$ cat config.mk
export PLATFORM = sky130hd
export DESIGN_NAME = rxd_chan
export DESIGN_NICKNAME = d
export VERILOG_FILES = /design/src/rtl/rxd_pkg.sv /design/src/rtl/rxd_head_reg.sv /design/src/rtl/rxd_stat_pack.sv /design/src/rtl/rxd_chan.sv
export SDC_FILE = /design/constraint.sdc
export NUM_CORES = 1
export LEC_CHECK = 0
export BUFFER_PORTS_ARGS = -buffer_cell sky130_fd_sc_hd__buf_4
export CORE_ASPECT_RATIO = 0.5
export CORE_MARGIN = 5
export CORE_UTILIZATION = 30
export CTS_CLUSTER_DIAMETER = 150
export DETAILED_ROUTE_END_ITERATION = 7
export SYNTH_ARGS = -nofsm -noshare
export SYNTH_HDL_FRONTEND = slang
export SYNTH_SLANG_ARGS = --single-unit
$ cat constraint.sdc
create_clock -name clk -period 6.55 [get_ports clk]
set_input_delay 0.9825 -clock clk [delete_from_list [all_inputs] [get_ports clk]]
set_output_delay 0.9825 -clock clk [all_outputs]
set_load 0.02 [all_outputs]
$ cat src/rtl/rxd_pkg.sv
package rxd_pkg;
  typedef enum logic [2:0] {
    ST_IDLE, ST_RINFO, ST_RPTR, ST_DATA, ST_WR, ST_STAT, ST_RNEXT, ST_STALL
  } rxd_state_e;

  localparam int LEN_W        = 16;
  localparam int INFO_IRQ_BIT = 18;
  localparam int ST_SOF_BIT   = 16;
  localparam int ST_EOF_BIT   = 17;
  localparam int ST_IRQ_BIT   = 18;
  localparam int ST_DONE_BIT  = 19;
  localparam int OFS_INFO     = 8;
  localparam int OFS_SLOT0    = 16;
  localparam int SLOT_SH      = 4;
  localparam int OFS_STATUS   = 8;
endpackage

$ cat src/rtl/rxd_head_reg.sv
module rxd_head_reg #(
  parameter int ADDR_W = 64
) (
  input  logic              clk,
  input  logic              rst,
  input  logic              lo_we,
  input  logic              hi_we,
  input  logic [31:0]       wdata,
  output logic [ADDR_W-1:0] head
);
  logic [63:0] head_q;

  always_ff @(posedge clk) begin
    if (rst) begin
      head_q <= '0;
    end else begin
      if (lo_we) head_q[31:0]  <= wdata;
      if (hi_we) head_q[63:32] <= wdata;
    end
  end

  assign head = head_q[ADDR_W-1:0];
endmodule

$ cat src/rtl/rxd_stat_pack.sv
module rxd_stat_pack #(
  parameter int DATA_W = 64
) (
  input  logic [rxd_pkg::LEN_W-1:0] len,
  input  logic                      sof,
  input  logic                      eof,
  input  logic                      intr,
  output logic [DATA_W-1:0]         word
);
  import rxd_pkg::*;

  always_comb begin
    word = '0;
    word[LEN_W-1:0]   = len;
    word[ST_SOF_BIT]  = sof;
    word[ST_EOF_BIT]  = eof;
    word[ST_IRQ_BIT]  = intr;
    word[ST_DONE_BIT] = 1'b1;
  end
endmodule

$ cat src/rtl/rxd_chan.sv
module rxd_chan #(
  parameter int ADDR_W   = 64,
  parameter int DATA_W   = 64,
  parameter int MAX_BUFS = 15,
  parameter int BUFS_W   = $clog2(MAX_BUFS + 1)
) (
  input  logic              clk,
  input  logic              rst,
  input  logic              head_lo_we,
  input  logic              head_hi_we,
  input  logic [31:0]       head_wdata,
  input  logic [BUFS_W-1:0] cfg_bufs,
  input  logic              cfg_eof_irq_only,
  input  logic              ch_activate,
  input  logic              ch_reload,
  input  logic              ch_stop,
  output logic              ch_active,
  output logic              ch_stalled,
  input  logic              in_valid,
  output logic              in_ready,
  input  logic [DATA_W-1:0] in_data,
  input  logic              in_sof,
  input  logic              in_eof,
  output logic              mem_req,
  output logic              mem_we,
  output logic [ADDR_W-1:0] mem_addr,
  output logic [DATA_W-1:0] mem_wdata,
  input  logic              mem_gnt,
  input  logic              mem_rvalid,
  input  logic [DATA_W-1:0] mem_rdata,
  output logic              irq
);
  import rxd_pkg::*;

  localparam int BEAT_SH = $clog2(DATA_W / 8);
  localparam int CAP_W   = LEN_W - BEAT_SH;

  rxd_state_e        st;
  logic [ADDR_W-1:0] head, dcb, buf_ptr;
  logic [CAP_W-1:0]  cap_q, beats;
  logic              info_irq;
  logic [BUFS_W-1:0] buf_i, n_bufs;
  logic [DATA_W-1:0] beat_q, stat_word;
  logic              beat_eof, buf_sof, buf_eof, mid_frame;
  logic              rd_pend, stop_pend, irq_q, stat_intr, edge_stop;
  logic [ADDR_W-1:0] slot_addr;
  logic              rd_state;

  rxd_head_reg #(.ADDR_W(ADDR_W)) i_head (
    .clk(clk), .rst(rst), .lo_we(head_lo_we), .hi_we(head_hi_we),
    .wdata(head_wdata), .head(head)
  );

  assign stat_intr = info_irq && (buf_eof || !cfg_eof_irq_only);

  rxd_stat_pack #(.DATA_W(DATA_W)) i_pack (
    .len({beats, {BEAT_SH{1'b0}}}), .sof(buf_sof), .eof(buf_eof),
    .intr(stat_intr), .word(stat_word)
  );

  always_comb begin
    if (cfg_bufs == '0)              n_bufs = BUFS_W'(1);
    else if (cfg_bufs > BUFS_W'(MAX_BUFS)) n_bufs = BUFS_W'(MAX_BUFS);
    else                             n_bufs = cfg_bufs;
  end

  assign slot_addr = dcb + ADDR_W'(OFS_SLOT0) + (ADDR_W'(buf_i) << SLOT_SH);
  assign edge_stop = stop_pend && (beats == '0) && !mid_frame;
  assign rd_state  = (st == ST_RINFO) || (st == ST_RPTR) || (st == ST_RNEXT);

  always_comb begin
    mem_req   = (rd_state && !rd_pend) || (st == ST_WR) || (st == ST_STAT);
    mem_we    = (st == ST_WR) || (st == ST_STAT);
    mem_wdata = (st == ST_WR) ? beat_q : stat_word;
    case (st)
      ST_RINFO: mem_addr = dcb + ADDR_W'(OFS_INFO);
      ST_RPTR:  mem_addr = slot_addr;
      ST_WR:    mem_addr = buf_ptr + (ADDR_W'(beats) << BEAT_SH);
      ST_STAT:  mem_addr = slot_addr + ADDR_W'(OFS_STATUS);
      default:  mem_addr = dcb;
    endcase
  end

  assign in_ready   = (st == ST_DATA) && !edge_stop && (beats != cap_q);
  assign ch_active  = (st != ST_IDLE);
  assign ch_stalled = (st == ST_STALL);
  assign irq        = irq_q;

  always_ff @(posedge clk) begin
    if (rst) begin
      st        <= ST_IDLE;
      dcb       <= '0;
      buf_ptr   <= '0;
      cap_q     <= '0;
      info_irq  <= 1'b0;
      beats     <= '0;
      buf_i     <= '0;
      beat_q    <= '0;
      beat_eof  <= 1'b0;
      buf_sof   <= 1'b0;
      buf_eof   <= 1'b0;
      mid_frame <= 1'b0;
      rd_pend   <= 1'b0;
      stop_pend <= 1'b0;
      irq_q     <= 1'b0;
    end else begin
      irq_q <= 1'b0;
      if (ch_stop && st != ST_IDLE) stop_pend <= 1'b1;
      case (st)
        ST_IDLE: begin
          stop_pend <= 1'b0;
          mid_frame <= 1'b0;
          if (ch_activate) begin
            dcb   <= head;
            buf_i <= '0;
            st    <= ST_RINFO;
          end
        end
        ST_RINFO, ST_RPTR, ST_RNEXT: begin
          if (!rd_pend) begin
            if (mem_gnt) rd_pend <= 1'b1;
          end else if (mem_rvalid) begin
            rd_pend <= 1'b0;
            if (st == ST_RINFO) begin
              cap_q    <= mem_rdata[LEN_W-1:BEAT_SH];
              info_irq <= mem_rdata[INFO_IRQ_BIT];
              st       <= ST_RPTR;
            end else if (st == ST_RPTR) begin
              buf_ptr <= mem_rdata[ADDR_W-1:0];
              beats   <= '0;
              buf_sof <= 1'b0;
              buf_eof <= 1'b0;
              st      <= ST_DATA;
            end else if (mem_rdata[0]) begin
              st <= ST_STALL;
            end else begin
              dcb   <= mem_rdata[ADDR_W-1:0];
              buf_i <= '0;
              st    <= ST_RINFO;
            end
          end
        end
        ST_DATA: begin
          if (edge_stop) begin
            st <= ST_IDLE;
          end else if (beats == cap_q) begin
            st <= ST_STAT;
          end else if (in_valid) begin
            beat_q   <= in_data;
            beat_eof <= in_eof;
            if (beats == '0) buf_sof <= in_sof;
            st <= ST_WR;
          end
        end
        ST_WR: begin
          if (mem_gnt) begin
            beats     <= beats + 1'b1;
            mid_frame <= !beat_eof;
            if (beat_eof) begin
              buf_eof <= 1'b1;
              st      <= ST_STAT;
            end else begin
              st <= ST_DATA;
            end
          end
        end
        ST_STAT: begin
          if (mem_gnt) begin
            irq_q <= stat_intr;
            if (buf_i == n_bufs - 1'b1) begin
              st <= ST_RNEXT;
            end else begin
              buf_i <= buf_i + 1'b1;
              st    <= ST_RPTR;
            end
          end
        end
        ST_STALL: begin
          if (stop_pend)      st <= ST_IDLE;
          else if (ch_reload) st <= ST_RNEXT;
        end
        default: st <= ST_IDLE;
      endcase
    end
  end
endmodule

==> flow_summary.yaml, run 1 <==
critical_path:
  cp-end-kind: "output pin"
  crit_top_cell: "or3_1"
  cp.buffers_inverters: 1
  critPathSlowestCell: "fa_1"
  cp_cell_sequence: "ha_1 > ha_1 > fa_1 > nand2_1 > o31a_1 > a2111oi_4 > nand3_2 > or3_1 > or3_1 > or3_1 > xnor2_1 > o221ai_1 > buf_4"
  required_ns: 5.57
  r2r_cells: 8
  cp.arrival_ns: 5.44
  max_stage_delay_ns: 0.61
  cp_top_family: "simple AND/OR/NAND/NOR gates"
  path_depth: 13
  crit_type: "flop to output pin"
  startpoint_type: "flop"
  crit_fanout: 7
job:
  maxCapViolations: 0
timing:
  hold_violations: 0
  finalCritPeriodShare_pct: 98.0
  fin_worst_skew_ns: 0.0267
  drv_slew: 0
  slew_headroom_pct: 16.6
  setup-tns-final_ns: 0
  rsz0062_at_grt: "false"
  max_freq_mhz: 156
  final-setup-viol-count: 0
  tightest_slew_ns: 1.24
  period_minus_slack_ns: 6.42
power_and_ir_drop:
  p_switching_w: 0.00354
  clockPowerShare_pct: 25.8
  pwr-share-seq_pct: 31.3
  vdd_drop_max_mv: 0.181
  combPwrFrac_pct: 42.9
  p_int_w: 0.00440
  swShare_pct: 44.6
  powerDensity_nw_per_um2: 332
  p_leak_nw: 8.79
yosys:
  synth_area_leaders: "dfxtp_1 (30%), nand2_1 (12%), a21oi_1 (5.7%)"
  yosys.area.top_type_share_pct: 30.3
  ys.flop_type: "dfxtp_1"
  synth_largest_area_cell: "dfxtp_1"
  yosys_warnings: 0
  synth_async_sr_flop_share_pct: 0
  synth_edf_count: 0
  syn_nets: 2937
  yosysSeqAreaShare_pct: 30.3
  syn_area_um2: 19600
  ys_ff_latch: 297
  synth_commonest_cells: "nand2_1 (614), dfxtp_1 (297), nor2_1 (250), a21oi_1 (225), clkbuf_1 (169)"
  synth.most_common_cell: "nand2_1"
  synth.avg_cell_area_um2: 7.17
  syn_inst: 2732
  synth.distinct_cells: 91
hold_path:
  worstHoldPathType: "flop to flop"
  holdPathStages: 2
global_route:
  grt_usage_pct: 23.6
  grt_max_degree: 144
  grt_pass1_vias: 19500
  grt_use_met2_pct: 36.6
  grt_pass1_wl_mm: 128
  top_usage_layer: "met2"
  grt_use_met3_pct: 3.51
  antenna_found_initial: 5
  grtUsageMet1_pct: 33.5
  overflow: 0
clocking:
  clk_transition_reported_paths_ns: 0.06
  insertion_delay_ns: 0.54
  ctsHoldBuffers: 0
  tritoncts: "built"
  root_buffer: "clkbuf_16"
  clkSinkCount: 297
  cts_buffers: 34
  htree_levels: 2
  ctsLongestPathBuffers: 3
floorplan:
  die_y_um: 191
  pin_count: 311
  fp-row-count: 66
  dieArea_um2: 70900
  start_util_pct: 30.2
  core_um2: 64800
  die-width_um: 371
routing:
  wl_per_cell_um: 23.0
  viasPerCell: 5.57
  drtIter0Drc: 2694
  dr.pass1.iters: 6
  drc_errors: 0
  routed_wl_mm: 87.8
  vias: 21300
  postRouteAntennaNets: 0
outcome:
  outcome: "completed"
finish:
  drive_gt1_share_pct: 16.7
  fill_cells: 6879
  design_area_um2: 23900
  area.growth.synth_to_final_pct: 22.1
  fin_nets: 3111
placement:
  hpwl_mm: 66.7
  place.gp.congestion: 0.980
  dpl_cell_area_um2: 22600
  portBuffers: 310
==> power groups by stage <==
stage	clock [W]	sequential (W)	combinational [W]
finish	0.00205	0.00248	0.00340
detailed placement	0	0.00248	0.00333
floorplan	0	0.00213	0.00222
CTS	0.00209	0.00244	0.00334
global route	0.00215	0.00249	0.00361
global placement	0	0.00247	0.00334
==> cell type report <==
class	instances	area [µm²]	share of cell area (%)
sequential	297	5950	24.9
antenna	2	5.00	0.0209
tap	884	1110	4.62
timing repair buffer	368	2790	11.7
multi-input combinational	2162	12700	53.0
clock inverter	14	224	0.936
inverter	43	161	0.674
clock buffer	48	1000	4.19
==> flip-flops by register name, indices dropped and copies added, names as in the netlist <==
name / count
mid_frame: 1
st: 3
stop_pend: 1
dcb: 64
beat_eof: 1
buf_ptr: 64
beat_q: 64
rd_pend: 1
info_irq: 1
buf_i: 4
cap_q: 13
buf_sof: 1
buf_eof: 1
irq: 1
i_head.head: 64
beats: 13
==> path summary, 6_finish.rpt <==
check	endpoint	slack, ns	start
setup / recovery	mem_addr[32]	0.13	dcb[5]
hold / removal	beat_q[51]	0.45	beat_q[51]
setup reg to reg	buf_ptr[63]	2.72	st[0]
hold reg to reg	beat_q[51]	0.45	beat_q[51]
==> worst register-to-register path, stage by stage (launching register included) <==
cell and delay [ns]:
dfxtp_1 0.43, buf_4 0.34, inv_2 0.14, nand2_1 0.43
nor2_1 0.87, nand3_2 0.68, buf_4 0.52, nand2_1 0.19
a21oi_1 0.07
==> repair_timing <==
item	CTS	global route
endpoints found under the setup margin	7	27
resized for setup	3	14
buffers inserted	0	2
pin swaps	0	2
==> kinds of logic (layout without fill, tap and decap cells) <==
family | after synthesis | in the layout | share of synthesized area, %
AO/OA/AOI/OAI | 549 | 549 | 18.4
XOR/XNOR | 194 | 194 | 8.67
adder cells (fa/ha/maj) | 28 | 28 | 1.86
buffers and inverters | 273 | 473 | 5.57
flip-flops | 297 | 297 | 30.3
multiplexers | 81 | 81 | 4.16
other | 0 | 2 | 0
AND/OR/NAND/NOR | 1310 | 1310 | 31.0
==> stage by stage <==
stage          total power, W  instances  hold WS, ns  worst slack [ns]  utilization [%]
5_1_grt               0.00825       3816        0.468            0.0161             36.9
4_1_cts               0.00788       3814        0.450            0.0242             36.8
3_3_place_gp          0.00581       3752        0.438             0.530             34.9
2_1_floorplan         0.00435       2732        0.432              1.28                -
3_5_place_dp          0.00581       3752        0.442             0.463             34.9
6_report              0.00794       3818        0.447             0.131             36.9
==> placed cells by master (no fill, tap or decap), types with 7 or more instances in the layout <==
cell       instances
xnor2_1          104
a21oi_1          225
a21o_1            12
buf_4            365
or3_1             21
dfxtp_1          296
clkbuf_16         34
o21ai_0           77
nand2_1          611
nor3_2             7
nor2_1           245
and2_1            14
or4_1             13
ha_1              26
and4_1            16
o22ai_1           13
o31ai_1           10
o221ai_1          23
a311oi_1          63
xor2_1            90
a221oi_1           8
nand4_1           59
a32oi_1           21
nand2b_1           7
nor4_1            27
o211ai_1          12
inv_1             40
clkbuf_8          11
nand3_1           91
nor2b_1            9
nor3b_1            9
mux2i_1           78
and3_1            68
nor3_1            57
==> layer usage <==
layer | up-vias | part of all wire (%)
li1 | 9957 | -
met2 | 1028 | 44
met1 | 10100 | 44
met3 | 163 | 8.9
met4 | 2 | 3.3
met5 | - | 0.016
Note: power is estimated with default switching activity, not from simulation.
==> run 2: changes to the inputs <==
--- a/config.mk
+++ b/config.mk
@@ -6,11 +6,12 @@
 export NUM_CORES = 1
 export LEC_CHECK = 0
 export BUFFER_PORTS_ARGS = -buffer_cell sky130_fd_sc_hd__buf_4
-export CORE_ASPECT_RATIO = 0.5
+export CORE_ASPECT_RATIO = 1.25
 export CORE_MARGIN = 5
 export CORE_UTILIZATION = 30
 export CTS_CLUSTER_DIAMETER = 150
 export DETAILED_ROUTE_END_ITERATION = 7
+export SETUP_SLACK_MARGIN = 0.15
 export SYNTH_ARGS = -nofsm -noshare
 export SYNTH_HDL_FRONTEND = slang
 export SYNTH_SLANG_ARGS = --single-unit
==> flow_summary.yaml, run 2 (synthesis gave the netlist of run 1 again) <==
outcome:
  outcome: "completed"
timing:
  final-setup-viol-count: 0
  tightest_slew_ns: 1.09
  finalCritPeriodShare_pct: 94.6
  max_freq_mhz: 161
  setup-tns-final_ns: 0
  fin_worst_skew_ns: 0.0303
  period_minus_slack_ns: 6.20
  slew_headroom_pct: 26.9
  rsz0062_at_grt: "false"
  drv_slew: 0
  hold_violations: 0
global_route:
  grt_pass1_vias: 19400
  antenna_found_initial: 12
  grt_usage_pct: 22.6
  overflow: 0
  grt_pass1_wl_mm: 124
  grt_max_degree: 206
critical_path:
  max_stage_delay_ns: 0.64
  critPathSlowestCell: "or4_1"
  r2r_start: "st[1]"
  startpoint_type: "flop"
  cp-end-kind: "output pin"
  reg2reg_setup_slack_ns: 2.79
  required_ns: 5.57
  crit_type: "flop to output pin"
  cp_cell_sequence: "inv_1 > ha_1 > inv_1 > ha_1 > fa_1 > nand3_2 > and2_4 > or4_1 > or4_1 > a22oi_2 > and4bb_1 > nand4_1 > buf_4 > o311ai_0 > nand3b_1 > o31ai_1 > nor3b_1 > buf_4"
  crit_start: "buf_i[0]"
  cp.arrival_ns: 5.21
  crit_fanout: 10
routing:
  drtIter0Drc: 2036
  highest-signal-layer: "met5"
  postRouteAntennaNets: 0
  drc_errors: 0
  viasPerCell: 5.50
  dr.pass1.iters: 8
  vias: 20700
  wl_met2_mm: 38.8
  wl_met3_mm: 8.28
  wl_met1_mm: 34.1
  wl_per_cell_um: 22.5
  routed_wl_mm: 84.7
power_and_ir_drop:
  powerDensity_nw_per_um2: 320
  p_leak_nw: 8.64
  vdd_drop_max_mv: 0.296
finish:
  area.growth.synth_to_final_pct: 20.6
  drive_gt1_share_pct: 16.2
  utilization_pct: 36.6
  fin_nets: 3097
  fill_cells: 7074
  final_common_cell: "nand2_1"
  most-common-layout-cells: "nand2_1 (611), buf_4 (355), dfxtp_1 (296)"
clocking:
  ctsHoldBuffers: 0
  tritoncts: "built"
  root_buffer: "clkbuf_16"
  htree_levels: 1
  ctsLongestPathBuffers: 3
  clk_transition_reported_paths_ns: 0.06
  clkSinkCount: 297
  insertion_delay_ns: 0.58
  cts_buffers: 31
floorplan:
  core_um2: 64500
  die-width_um: 239
  die_y_um: 296
  pin_count: 311
  fp-row-count: 104
  dieArea_um2: 70600
  start_util_pct: 30.4
placement:
  hpwl_mm: 64.3
  portBuffers: 310
  place.gp.congestion: 0.958
hold_path:
  worstHoldStart: "beat_q[21]"
  worstHoldPathType: "flop to flop"
job:
  maxCapViolations: 0
-- run 2: changes by cell type in the layout (fill, tap and decap cells not counted), moves of 2 or more --
cell	delta
clkinv_8	-2
diode_2	+5
clkbuf_8	-4
clkbuf_1	+2
clkbuf_16	-3
inv_6	+3
buf_4	-10
-- run 2: path summary, 6_finish.rpt --
check | endpoint | depth (start not counted)
setup reg to reg | dcb[44] | 10
hold reg to reg | beat_q[21] | 2
hold / removal | beat_q[21] | 2
setup / recovery | mem_addr[60] | 18
-- run 2: worst max-delay path, delay by kind of cell (launching register included) --
family	cells	cell delay, ns
and+or+nand+nor	8	2.27
DFF	1	0.39
buffers and inverters	4	0.55
AOI/OAI and AO/OA	3	0.73
adders and majority gates	3	0.67
-- run 2: report_power, final --
group          internal [W]  leakage [nW]  switching (W)
Combinational       0.00112          5.72        0.00217
Clock               0.00106         0.509       0.000771
Sequential          0.00200          2.42       0.000456
Total               0.00418          8.64        0.00340
-- run 2: metal layers --
metal | vias to the layer above | global-route usage, %
li1 | 9933 | -
met1 | 9660 | 28.9
met2 | 992 | 37.3
met3 | 152 | 5.26
met4 | 10 | 8.06
met5 | - | 0
-- run 2: cell type report --
class / instances / area, µm² / share of cell area (%)
clock inverter: 12 / 150 / 0.635
tap: 848 / 1060 / 4.49
antenna: 7 / 17.5 / 0.0741
clock buffer: 43 / 881 / 3.73
sequential: 297 / 5950 / 25.2
timing repair buffer: 357 / 2700 / 11.4
inverter: 43 / 161 / 0.683
multi-input combinational: 2162 / 12700 / 53.8
-- run 2: metrics by stage --
stage	instances	hold slack (ns)	area, µm²	worst slack [ns]	power, W
after floorplan	2732	0.432	19600	1.28	0.00435
final	3769	0.450	23600	0.353	0.00757
after global placement	3704	0.438	22500	0.567	0.00572
after detailed placement	3704	0.443	22500	0.524	0.00573
after global routing	3763	0.467	23600	0.161	0.00796
after CTS	3761	0.452	23600	0.228	0.00757
-- run 2: repair_timing --
item,in CTS,in global routing
pin swaps,1,1
endpoints found under the setup margin,15,20
buffers inserted,2,1
gates resized for setup,9,10
